[config.mk]
export PLATFORM = sky130hd
export DESIGN_NAME = bus_cycle_watchdog
export DESIGN_NICKNAME = d
export VERILOG_FILES = /design/src/rtl/bcw_pkg.sv /design/src/rtl/bcw_tracker.sv /design/src/rtl/bcw_timer.sv /design/src/rtl/bcw_status.sv /design/src/rtl/bus_cycle_watchdog.sv
export SDC_FILE = /design/constraint.sdc
export NUM_CORES = 1
export LEC_CHECK = 0
export ABC_AREA = 1
export BUFFER_PORTS_ARGS = -buffer_cell sky130_fd_sc_hd__buf_2
export CORE_ASPECT_RATIO = 1.25
export CORE_UTILIZATION = 40
export DETAILED_ROUTE_END_ITERATION = 6
export GPL_TIMING_DRIVEN = 1
export HOLD_SLACK_MARGIN = 0.02
export PLACE_DENSITY = 0.69
export SETUP_SLACK_MARGIN = 0.1
export SKIP_CTS_REPAIR_TIMING = 1
export SYNTH_ARGS = -nofsm -noshare
export SYNTH_HDL_FRONTEND = slang
export SYNTH_SLANG_ARGS = --single-unit
[constraint.sdc]
create_clock -name clk -period 2.5 [get_ports clk]
set_input_delay 0.125 -clock clk [delete_from_list [all_inputs] [get_ports clk]]
set_output_delay 0.125 -clock clk [all_outputs]
set_load 0.02 [all_outputs]
[src/rtl/bcw_pkg.sv]
package bcw_pkg;

  typedef enum logic [1:0] {
    SRC_NONE   = 2'b00,
    SRC_LOCAL  = 2'b01,
    SRC_GLOBAL = 2'b10
  } fire_src_e;

endpackage

[src/rtl/bcw_tracker.sv]
// Holds whether a cycle is in flight and the region decode taken at its start.
module bcw_tracker (
  input  logic clk,
  input  logic rst_n,
  input  logic start_i,
  input  logic exp_i,
  input  logic done_i,
  output logic busy_o,
  output logic exp_o
);

  always_ff @(posedge clk) begin
    if (!rst_n) begin
      busy_o <= 1'b0;
      exp_o  <= 1'b0;
    end else if (start_i) begin
      busy_o <= 1'b1;
      exp_o  <= exp_i;
    end else if (done_i) begin
      busy_o <= 1'b0;
    end
  end

  // a start always leaves a cycle in flight on the next clock
  a_r7_start_opens: assert property (@(posedge clk) disable iff (!rst_n)
    start_i |=> busy_o);

endmodule

[src/rtl/bcw_timer.sv]
// Counts clocks while enabled and reports expiry in the LIMIT-th enabled clock.
module bcw_timer #(
  parameter int LIMIT = 12,
  parameter int W     = 6
) (
  input  logic clk,
  input  logic rst_n,
  input  logic clear_i,
  input  logic run_i,
  input  logic stop_i,
  output logic expire_o
);

  logic [W-1:0] cnt;
  localparam logic [W-1:0] LAST = W'(LIMIT - 1);

  always_ff @(posedge clk) begin
    if (!rst_n)                 cnt <= '0;
    else if (clear_i)           cnt <= '0;
    else if (stop_i || !run_i)  cnt <= '0;
    else                        cnt <= cnt + 1'b1;
  end

  assign expire_o = run_i && (cnt == LAST);

  // the count never runs past its limit
  a_r8_cnt_bound: assert property (@(posedge clk) disable iff (!rst_n)
    cnt <= LAST);

endmodule

[src/rtl/bcw_status.sv]
// Remembers which counter produced the latest timeout.
module bcw_status
  import bcw_pkg::*;
(
  input  logic      clk,
  input  logic      rst_n,
  input  logic      fire_i,
  input  logic      global_i,
  output fire_src_e src_o
);

  always_ff @(posedge clk) begin
    if (!rst_n)      src_o <= SRC_NONE;
    else if (fire_i) src_o <= global_i ? SRC_GLOBAL : SRC_LOCAL;
  end

  // without a timeout pulse the status holds
  a_r9_status_hold: assert property (@(posedge clk) disable iff (!rst_n)
    !fire_i |=> $stable(src_o));

endmodule

[src/rtl/bus_cycle_watchdog.sv]
module bus_cycle_watchdog
  import bcw_pkg::*;
#(
  parameter int LOCAL_TICKS  = 12,
  parameter int EXP_TICKS    = 20,
  parameter int GLOBAL_TICKS = 32
) (
  input  logic       clk,
  input  logic       rst_n,
  input  logic       cyc_start,
  input  logic       cyc_exp,
  input  logic       cyc_ack,
  input  logic       cyc_err_in,
  output logic       berr_o,
  output logic [1:0] last_src_o
);

  localparam int CNT_W = $clog2(GLOBAL_TICKS + 1);

  logic busy, exp_q;
  logic loc_exp, glb_exp;
  logic responded, done;
  fire_src_e src;

  assign responded = cyc_ack || cyc_err_in;
  assign berr_o    = busy && (loc_exp || glb_exp) && !responded && !cyc_start;
  assign done      = responded || berr_o;

  bcw_tracker u_track (
    .clk     (clk),
    .rst_n   (rst_n),
    .start_i (cyc_start),
    .exp_i   (cyc_exp),
    .done_i  (done),
    .busy_o  (busy),
    .exp_o   (exp_q)
  );

  bcw_timer #(.LIMIT(LOCAL_TICKS), .W(CNT_W)) u_local (
    .clk      (clk),
    .rst_n    (rst_n),
    .clear_i  (cyc_start),
    .run_i    (busy && !exp_q),
    .stop_i   (done),
    .expire_o (loc_exp)
  );

  bcw_timer #(.LIMIT(GLOBAL_TICKS), .W(CNT_W)) u_global (
    .clk      (clk),
    .rst_n    (rst_n),
    .clear_i  (cyc_start),
    .run_i    (busy),
    .stop_i   (done),
    .expire_o (glb_exp)
  );

  bcw_status u_stat (
    .clk      (clk),
    .rst_n    (rst_n),
    .fire_i   (berr_o),
    .global_i (glb_exp),
    .src_o    (src)
  );

  assign last_src_o = src;

  // the error strobe lasts one clock
  a_r8_berr_single: assert property (@(posedge clk) disable iff (!rst_n)
    berr_o |=> !berr_o);

  // the local counter stays silent for expansion-bus cycles
  a_r3_local_held: assert property (@(posedge clk) disable iff (!rst_n)
    (busy && exp_q) |-> !loc_exp);

  // an acknowledge closes the cycle, so no error follows
  a_r4_ack_closes: assert property (@(posedge clk) disable iff (!rst_n)
    (cyc_ack && !cyc_start) |=> !berr_o);

  // an outside error closes the cycle, so no error follows
  a_r5_err_closes: assert property (@(posedge clk) disable iff (!rst_n)
    (cyc_err_in && !cyc_start) |=> !berr_o);

endmodule

After elaboration in Yosys (flattened, before gate mapping) --
Index checks and enable logic that the tools add are counted.
Word-level totals: bits in registers 16, input port bits 6, word-level logic and storage cells 32
Operators by class: add/sub/neg operators 2, equality and inequality tests 2, mux-type cells 3, bitwise operators 1, reductions and logical operators 19
Operators with widths (number):
- 6-bit by 1-bit adder with 6-bit output, second input constant | 2
- 6-bit by 4-bit equality test with 1-bit output, second input constant | 1
- 6-bit by 5-bit equality test with 1-bit output, second input constant | 1
- 1-bit logical AND | 6
- 3-bit OR reduction | 2
- 1-bit zero test | 5
- 1-bit logical OR | 5
- 1-bit two-way mux | 2
- 2-bit two-way mux | 1
- 2-bit nonzero test | 1
- 1-bit NOT | 1

Longest topological paths before layout --
Gate-level depths: netlist of run 1.
depth after elaboration 10, depth in mapped cells 9, mapped depth without buffers 9

Hierarchy --
A second synthesis of run 1 with hierarchy kept.
Second synthesis, totals: cell total of the unflattened synthesis 106, area total of the unflattened synthesis 740.7 µm²
By module, submodules not included:
- bcw_timer at u_local | instances 1, cells an instance 36, area each 271.5 µm², seq. area each 120.1 µm²
- bcw_timer at u_global | instances 1, cells an instance 37, area each 266.5 µm², seq. area each 120.1 µm²
- bcw_status | instances 1, cells an instance 11, area each 78.8 µm², seq. area each 40.0 µm²
- bcw_tracker | instances 1, cells an instance 10, area each 76.3 µm², seq. area each 40.0 µm²
- bus_cycle_watchdog | instances 1, cells an instance 12, area each 47.5 µm², seq. area each 0.0 µm²

Worst setup path after synthesis of run 1 --
OpenSTA, ideal clock, no wires.
path type reg2reg, start reg u_global.cnt[0], end reg u_stat.src_o[1], library setup time 111 ps, arrival 1126 ps, data required time 2389 ps, slack 1263 ps, cell stages (with the launch flop) 10, path buffers 0, clock period less this slack 1237 ps, cells stage by stage dfxtp_1 > ha_1 > nand2_2 > nor2_4 > nand2_4 > nand2_2 > nand2_1 > clkinv_2 > nor2_2 > nor2_2
Between the ends: word-level cells in the longest chain between the ends 6, elaborated cells on any way between the ends 7
RTL lines:
- start: declaration | RTL line bcw_timer.sv:14 | logic [W-1:0] cnt;
- start signal: assignment | RTL line bcw_timer.sv:21 | else cnt <= cnt + 1'b1;
- 6-bit by 5-bit equality test with 1-bit output | RTL line bcw_timer.sv:24 | assign expire_o = run_i && (cnt == LAST);
- 1-bit logical AND | RTL line bcw_timer.sv:24
- 1-bit logical OR | RTL line bus_cycle_watchdog.sv:26 | assign berr_o = busy && (loc_exp || glb_exp) && !responded && !cyc_start;
- 1-bit logical AND (3 in a row) | RTL line bus_cycle_watchdog.sv:26
- via berr_o | RTL line bus_cycle_watchdog.sv:14 | output logic berr_o,
- end signal: assignment | RTL line bcw_status.sv:14 | else if (fire_i) src_o <= global_i ? SRC_GLOBAL : SRC_LOCAL;
- end: declaration | RTL line bcw_status.sv:9 | output fire_src_e src_o
The timed path passes the listed nets, and every way through them passes these cells. A chain may end at the register's enable or synchronous reset.

Final worst setup path of run 1 --
start reg u_global.cnt[0], end out berr_o
Between the ends: word-level cells in the longest chain between the ends 6
RTL lines (RTL line):
- 6-bit by 5-bit equality test with 1-bit output | bcw_timer.sv:24
- 1-bit logical AND | bcw_timer.sv:24
- 1-bit logical OR | bus_cycle_watchdog.sv:26
- 1-bit logical AND (3 in a row) | bus_cycle_watchdog.sv:26
- end: declaration | bus_cycle_watchdog.sv:14
Every way passes these cells.

==> results.md, run 1 <==
* DRC marker count from the first detailed-route iteration at 4
* #FFs+latches synth at 16
* Crit Path Max Fanout at 4
* Mapped cell area at 706 µm²
* CTS sink cnt at 16
* Type of the worst setup path: flip-flop to output port
* Vias in the first global route at 472
* IO Count at 9
* Via-to-Cell Ratio at 4.63
* Worst-Margin Slew at 0.273 ns
* Die area at 0.00194 mm²
* Status: completed
* Total GRT Usage at 0.128
* Net Count, Synth at 89
* Commonest cells after routing, fill and taps aside: dfxtp_1, nor2_1, nand2_1
* Sequential area share after synthesis at 0.454
* DR pass1 iterations at 3
* Clock skew at 0.00370 ns
* Commonest non-fill, non-tap cell in the layout: dfxtp_1
* Port buffer count at 8
* Max stage delay on crit path at 0.38 ns
* First-pass GRT wire length at 1720 µm
* WL/cell at 9.02 µm
* Data required time of the worst path at 2.38 ns
* PD cells at 509 mW/mm²
* CTS buffer count at 3
* Die Height at 49.0 µm
* Antenna violations before repair at 0
* CP max stage cell: dfxtp_1
* Max cap viols at 0
* Largest net degree at the start of global routing at 9
* Maximum clock path buffer count at 2
* Placer Congestion at 0.680
* Hold Path Class: input port to flip-flop
* Syn_area_per_cell at 8.71 µm²
* Cell family with most CP delay: simple AND/OR/NAND/NOR gates
* Clk root buf: clkbuf_4
* Hold depth at 3
* GRT Residual Overflow at 0
* FF-to-FF End: u_stat.src_o[1]
* Fmax at 613 MHz
* Share of cells above drive strength 1 at 0.272
* Cell mode on critical path: nand2_2
* Max_slew headroom at 0.817
* Nets at 102
* Design area at 791 µm²
* ANT cells at 0
* Total core area at 0.00160 mm²
* Cell row count at 16
* Synth warn at 0
* Internal power at 0.000318 W
* Clock slew at reported path FFs at 0.09 ns
* Seq pwr share at 0.642
* H-Tree Depth at 1
* CP arrival at 1.51 ns
* Hold_sp: rst_n
* Switch share at 0.209
* TNS Setup at 0 ns
* Area growth syn-to-layout at 12.1%
* Clock Latency Late Sink at 0.28 ns
* Sw Pwr at 0.0000840 W
* Max Slew Vio Count at 0
* Chip Width at 39.6 µm
* CP endpoint kind: output port
* Number of buffer and inverter stages on the critical path at 2
* Via count at 509
* Overall Power at 0.000402 W
* Minimum clock period at 1.63 ns
* Mapped Cells at 81
* Drc violations at 0
* Pleak at 0.310 nW
* Final hold violations at 0
* Initial core utilization at 0.441
* VDD IR-drop max at 0.359 mV
* Post-route antenna net violation count at 0
* Hold Path Sink: u_track.exp_o
* Crit path launch type: flip-flop
* RSZ-0062 raised after global routing: no
* Gate power share at 0.035
* Final wirelength at 992 µm
* Reg2reg path depth at 8
* DP HPWL at 772 µm
* Final setup violating endpoints at 0
* Reg2reg start: u_global.cnt[0]
* Crit path depth at 8
* Crit share post-route at 0.652
* Placed cell areas at 768 µm²
* Number of library cell types mapped by synthesis at 23
* Worst-path cell chain: ha_1, nand2_2, nor2_4, nand2_4, nand2_2, nand2_1, clkinv_2, buf_2
* CTS tree: built
* Clock power frac at 0.322
* R2r setup slk at 1.25 ns
[final cells by class]
type	count	area (µm²)
Timing Repair Buffer	8	40.0
Inverter	10	38.8
Multi-Input combinational cell	55	347
Sequential cell	16	320
Fill cell	161	811
Tap cell	18	22.5
Clock buffer	3	22.5
[Yosys cell counts, drive strengths merged]
library cell  number  area, µm²
nor4               1       21.3
a21oi              3       22.5
ha                 2       25.0
xor2               4       35.0
nand3              5       30.0
nand4              2       18.8
nor3               2       10.0
xnor2              3       26.3
nor2              17       76.3
dfxtp             16        320
o21ai              2       10.0
clkinv             1       5.00
inv                9       33.8
nand3b             1       7.51
nand2             13       63.8
[layer usage]
| metal | vias up | routed length [µm] | track usage |
|---|---|---|---|
| met2 | 5 | 481 | 0.189 |
| met4 | 0 | 30 | 0.103 |
| li1 | 277 | - | - |
| met3 | 4 | 20 | 0.0274 |
| met1 | 223 | 460 | 0.150 |
| met5 | - | 0 | 0 |
[worst register-to-register path: stages, from the launching register on]
cell and delay [ns]:
dfxtp_1 0.38, ha_1 0.21, nand2_2 0.08, nor2_4 0.12, nand2_4 0.08, nand2_2 0.08
nand3_1 0.09, nand2_1 0.10, nor2_2 0.04
[per-stage QoR]
step           cells   util  hold slack, ns  setup WS, ns
6_report         110  0.494           0.108         0.869
5_1_grt          110  0.494           0.116         0.744
4_1_cts          110  0.494           0.105         0.857
3_5_place_dp     107  0.480           0.408          1.17
3_3_place_gp     107  0.480           0.408          1.19
2_1_floorplan     81      -           0.260          1.26
[worst max path at each step]
stage / start / slack (ns) / to
6_report: u_global.cnt[0] / 0.87 / berr_o
5_1_grt: u_global.cnt[0] / 0.74 / berr_o
4_1_cts: u_global.cnt[0] / 0.86 / berr_o
3_5_place_dp: u_global.cnt[0] / 1.17 / berr_o
3_3_place_gp: u_global.cnt[0] / 1.19 / berr_o
2_1_floorplan: u_global.cnt[0] / 1.26 / u_stat.src_o[1]
[registers in the layout, indices dropped and copies added (netlist names)]
signal / cells
u_global.cnt: 6
u_local.cnt: 6
u_stat.src_o: 2
u_track.busy_o: 1
u_track.exp_o: 1
[power by group through the flow]
stage / clock (W) / sequential, W / combinational (W)
5_1_grt: 0.000144 / 0.000259 / 0.0000156
2_1_floorplan: 0 / 0.000264 / 0.00000675
6_report: 0.000130 / 0.000258 / 0.0000142
4_1_cts: 0.000134 / 0.000258 / 0.0000143
3_3_place_gp: 0 / 0.000264 / 0.0000141
3_5_place_dp: 0 / 0.000264 / 0.0000142
[cell families after synthesis]
family | after synthesis | synth area share
AND/OR/NAND/NOR | 41 | 0.323
flip-flops | 16 | 0.454
buffers and inverters | 10 | 0.0550
XOR/XNOR | 7 | 0.0869
AO/OA/AOI/OAI | 5 | 0.0461
adder cells (fa/ha/maj) | 2 | 0.0355
Power figures use the tool's default switching activity.
==> inputs of run 2 (changes only) <==
clock period = 1.6 ns   (was 2.5 ns; I/O delays follow)
==> run 2 against run 1 <==
Against the previous run:
- die area stayed put
- clock skew about the same
- critical path depth is the same
- register-to-register slack lost 0.93 ns
- critical endpoint unchanged
- clock-buffer cell count is the same
- non-clock buffer count rose by 3
- highest routed layer unchanged
- hold slack got worse by 0.043 ns
- combinational power rose by 63%
- setup slack worse by 0.75 ns
- first-iteration DRC count did not move
- clock power up 57%
==> results.md, run 2 (same netlist as run 1, synthesis figures left out) <==
* WL/cell at 9.83 µm
* Initial core utilization at 0.441
* Commonest cells after routing, fill and taps aside: nor2_1, dfxtp_1, inv_1, nand2_1, buf_2
* Final setup violating endpoints at 0
* Chip Width at 39.6 µm
* Placer Congestion at 0.680
* Pleak at 0.353 nW
* Crit Path Max Fanout at 4
* Number of buffer and inverter stages on the critical path at 2
* Total core area at 0.00160 mm²
* CP arrival at 1.40 ns
* Crit share post-route at 0.925
* Minimum clock period at 1.48 ns
* R2r setup slk at 0.32 ns
* Clock skew at 0.00356 ns
* Hold Path Class: input port to flip-flop
* Largest net degree at the start of global routing at 9
* Die Height at 49.0 µm
* Area growth syn-to-layout at 23.4%
* Reg2reg path depth at 8
* Port buffer count at 8
* Max stage delay on crit path at 0.37 ns
* PnR worst setup slack at 0.120 ns
* CTS tree: built
* Vias in the first global route at 472
* Crit path depth at 8
* Share of cells above drive strength 1 at 0.368
* CP startpoint: u_global.cnt[1]
* DR pass1 iterations at 4
* DP HPWL at 772 µm
* Clock slew at reported path FFs at 0.09 ns
* Via-to-Cell Ratio at 4.81
* Type of the worst setup path: flip-flop to output port
* TNS Setup at 0 ns
* Clock Latency Late Sink at 0.28 ns
* Largest regs: u_global.cnt x6, u_local.cnt x6, u_stat.src_o x2
* Fmax at 676 MHz
* CP endpoint kind: output port
* GRT Residual Overflow at 0
* Nets at 105
* DRC marker count from the first detailed-route iteration at 4
* IO Count at 9
* Die area at 0.00194 mm²
* Worst-Margin Slew at 0.401 ns
* Reg2reg start: u_global.cnt[1]
* Status: completed
* Cell row count at 16
* First-pass GRT wire length at 1720 µm
* Max_slew headroom at 0.730
* H-Tree Depth at 1
* Cell family with most CP delay: simple AND/OR/NAND/NOR gates
* Maximum clock path buffer count at 2
* CTS buffer count at 3
* Commonest non-fill, non-tap cell in the layout: nor2_1
* FF-to-FF End: u_stat.src_o[1]
* Crit path launch type: flip-flop
* Final wirelength at 1110 µm
* Final hold violations at 0
* Max Slew Vio Count at 0
* CTS sink cnt at 16
* VDD IR-drop max at 0.601 mV
* Via count at 543
* ANT cells at 0
* Max cap viols at 0
* DP Worst Slack at 0.312 ns
* RSZ-0062 raised after global routing: yes
* Cell mode on critical path: nand2_4
* Post-route antenna net violation count at 0
* Clk root buf: clkbuf_4
* PD cells at 723 mW/mm²
* Drc violations at 0
* Total GRT Usage at 0.128
* Antenna violations before repair at 0
* CP max stage cell: dfxtp_2
* Data required time of the worst path at 1.52 ns
* Worst-path cell chain: ha_4, nand2_4, nor2_4, nand2_4, nand2_4, nand2_4, inv_4, buf_6
* Critical path endpoint: berr_o
[run 2: cell count changes in the layout (fill, tap and decap cells not counted), sizes merged]
cell and change:
buf +3, inv +1, clkinv -1
[run 2: how the worst min path moves through the flow]
stage                     startpoint         endpoint  slack, ns  cells past startpoint
final                          rst_n    u_track.exp_o       0.07                      3
after CTS                      rst_n    u_track.exp_o       0.06                      3
after floorplan                rst_n  u_stat.src_o[0]       0.22                      2
after global routing           rst_n    u_track.exp_o       0.07                      3
after detailed placement       rst_n    u_track.exp_o       0.36                      3
after global placement         rst_n  u_stat.src_o[1]       0.36                      3
[run 2: stage by stage]
stage          cell area [µm²]  instances  hold slack, ns  total power, W   util
2_1_floorplan              706         81           0.215        0.000423      -
5_1_grt                    871        113          0.0706        0.000654  0.544
3_3_place_gp               768        107           0.363        0.000435  0.480
6_report                   871        113          0.0650        0.000630  0.544
4_1_cts                    791        110          0.0598        0.000635  0.494
3_5_place_dp               768        107           0.363        0.000435  0.480
[run 2: tightest hold or removal path: cells and delay by family]
kind	cells	cell delay [ns]
buf+inv	1	0.12
compound gates	2	0.11
[run 2: cell type report]
cell class	instances	area (µm²)
repair buffers	11	68.8
well taps	18	22.5
multi-input cells	55	389
inverters	10	40.0
clock buffers	3	22.5
flip-flops and latches	16	328
fillers	158	731
[run 2: per-layer routing]
| layer | GRT usage | vias to the layer above | part of all wire | wire length [µm] |
|---|---|---|---|---|
| li1 | - | 282 | - | - |
| met1 | 0.150 | 252 | 0.45 | 502 |
| met2 | 0.189 | 5 | 0.50 | 559 |
| met3 | 0.0274 | 4 | 0.017 | 19 |
| met4 | 0.103 | 0 | 0.027 | 30 |
| met5 | 0 | - | 0 | 0 |
[run 2: where the power goes]
part	switching, W	internal [W]
logic	0.0000143	0.00000890
clock network	0.000117	0.0000872
registers	0.00000236	0.000400
==> inputs of run 3 (changes only) <==
PLACE_DENSITY = unset   (was 0.69)
==> run 3 against run 2 <==
Against the previous run:
- non-clock buffer count increased by 2
- clock-buffer cell count increased by 1
- sequential share of layout area decreased by 0.56 points
- via count increased by 1.7%
- maximum frequency increased by 3.4%
- first-iteration DRC count decreased by 25%
- combinational power about the same
- critical path depth unchanged
- highest routed layer unchanged
==> results.md, run 3 (same netlist as run 1, synthesis figures left out) <==
* CP endpoint kind: output port
* Sw Pwr at 0.000148 W
* DR pass1 iterations at 4
* Type of the worst setup path: flip-flop to output port
* VDD IR-drop max at 0.636 mV
* First-pass GRT wire length at 1760 µm
* Via count at 552
* H-Tree Depth at 1
* PD cells at 779 mW/mm²
* R2r setup slk at 0.33 ns
* Via-to-Cell Ratio at 4.76
* Drc violations at 0
* Gate power share at 0.034
* Largest net degree at the start of global routing at 10
* Final wirelength at 1160 µm
* Seq pwr share at 0.577
* Placer Congestion at 0.694
* CTS sink cnt at 16
* Hold Path Sink: u_stat.src_o[1]
* Final core utilization at 0.556
* Port buffer count at 8
* Crit path launch type: flip-flop
* Crit Path Max Fanout at 3
* Clock power frac at 0.389
* Crit share post-route at 0.894
* Reg2reg path depth at 7
* CTS tree: built
* Final hold violations at 0
* DRC marker count from the first detailed-route iteration at 3
* Vias in the first global route at 464
* Max_slew headroom at 0.789
* Clock slew at reported path FFs at 0.09 ns
* Pleak at 0.341 nW
* Hold Path Class: input port to flip-flop
* RSZ-0062 raised after global routing: no
* GRT Residual Overflow at 0
* Die area at 0.00194 mm²
* ANT cells at 0
* IO Count at 9
* Total core area at 0.00160 mm²
* CP arrival at 1.35 ns
* Total GRT Usage at 0.134
* WL/cell at 10.0 µm
* Share of cells above drive strength 1 at 0.408
* Chip Width at 39.6 µm
* Nets at 107
* Commonest non-fill, non-tap cell in the layout: nor2_1
* Switch share at 0.213
* Final setup violating endpoints at 0
* Initial core utilization at 0.441
* Placed cell areas at 768 µm²
* Clk root buf: clkbuf_4
* CTS buffer count at 3
* Fmax at 699 MHz
* Post-route antenna net violation count at 0
* Clock skew at 0.000973 ns
* Die Height at 49.0 µm
* Hold_sp: rst_n
* Commonest cells after routing, fill and taps aside: nor2_1, dfxtp_1, inv_1
* Antenna violations before repair at 0
* Max Slew Vio Count at 0
* Max cap viols at 0
* Minimum clock period at 1.43 ns
* Largest regs: u_global.cnt x6, u_local.cnt x6, u_stat.src_o x2
* Maximum clock path buffer count at 2
* Reg2reg start: u_global.cnt[1]
* Internal power at 0.000546 W
* FF-to-FF End: u_track.busy_o
* Area growth syn-to-layout at 26.2%
* DP HPWL at 825 µm
* Design area at 891 µm²
* Status: completed
* Worst-Margin Slew at 0.315 ns
* Cell row count at 16
* Data required time of the worst path at 1.52 ns
* Clock Latency Late Sink at 0.29 ns
* Hold depth at 3
run 3: changes by cell type in the layout (fill, tap and decap cells not counted), sizes merged:
cell	before	now
clkbuf	3	4
clkinv	0	1
buf	11	13
inv	10	9
run 3: power groups by stage:
stage | sequential [W] | clock [W] | combinational [W]
floorplan | 0.000412 | 0 | 0.0000106
global route | 0.000401 | 0.000287 | 0.0000261
finish | 0.000401 | 0.000270 | 0.0000235
CTS | 0.000404 | 0.000272 | 0.0000230
global placement | 0.000413 | 0 | 0.0000224
detailed placement | 0.000413 | 0 | 0.0000224
run 3: stage by stage:
stage / worst slack (ns) / total power, W / hold WS, ns / TNS, ns / instances
floorplan: 0.363 / 0.000423 / 0.215 / 0 / 81
global placement: 0.335 / 0.000435 / 0.364 / 0 / 107
detailed placement: 0.294 / 0.000436 / 0.366 / 0 / 107
CTS: -0.0314 / 0.000698 / 0.0590 / -0.0314 / 111
global route: 0.0872 / 0.000715 / 0.0659 / 0 / 116
finish: 0.169 / 0.000694 / 0.0545 / 0 / 116
run 3: how the worst max path moves through the flow:
stage                    startpoint         endpoint  depth (start not counted)  slack, ns
global placement    u_global.cnt[0]           berr_o                          8       0.33
detailed placement  u_global.cnt[0]           berr_o                          8       0.29
CTS                 u_global.cnt[0]           berr_o                          8      -0.03
floorplan           u_global.cnt[0]  u_stat.src_o[1]                          9       0.36
global route         u_local.cnt[0]           berr_o                          8       0.09
finish              u_global.cnt[1]           berr_o                          8       0.17
run 3: cell type report:
cell class / count / area, µm²
multi-input combinational: 55 / 379
fill: 158 / 711
timing repair buffer: 13 / 83.8
clock buffer: 4 / 36.3
sequential: 16 / 330
tap: 18 / 22.5
inverter: 10 / 38.8
run 3: critical path, cell delays in order (launching register included):
cell      delay, ns
dfxtp_4        0.37
ha_4           0.14
nand2_2        0.07
nor2_4         0.13
nand2_4        0.05
nand2_2        0.07
nand2_2        0.06
clkinv_2       0.06
buf_6          0.10
run 3: layer usage:
layer / share of wire / global-route usage / vias up / wire, µm
met5: 0 / 0 / - / 0
met4: 0.035 / 0.103 / 0 / 41
met3: 0.023 / 0.0274 / 4 / 27
met2: 0.51 / 0.194 / 7 / 589
met1: 0.43 / 0.165 / 247 / 503
li1: - / - / 294 / -
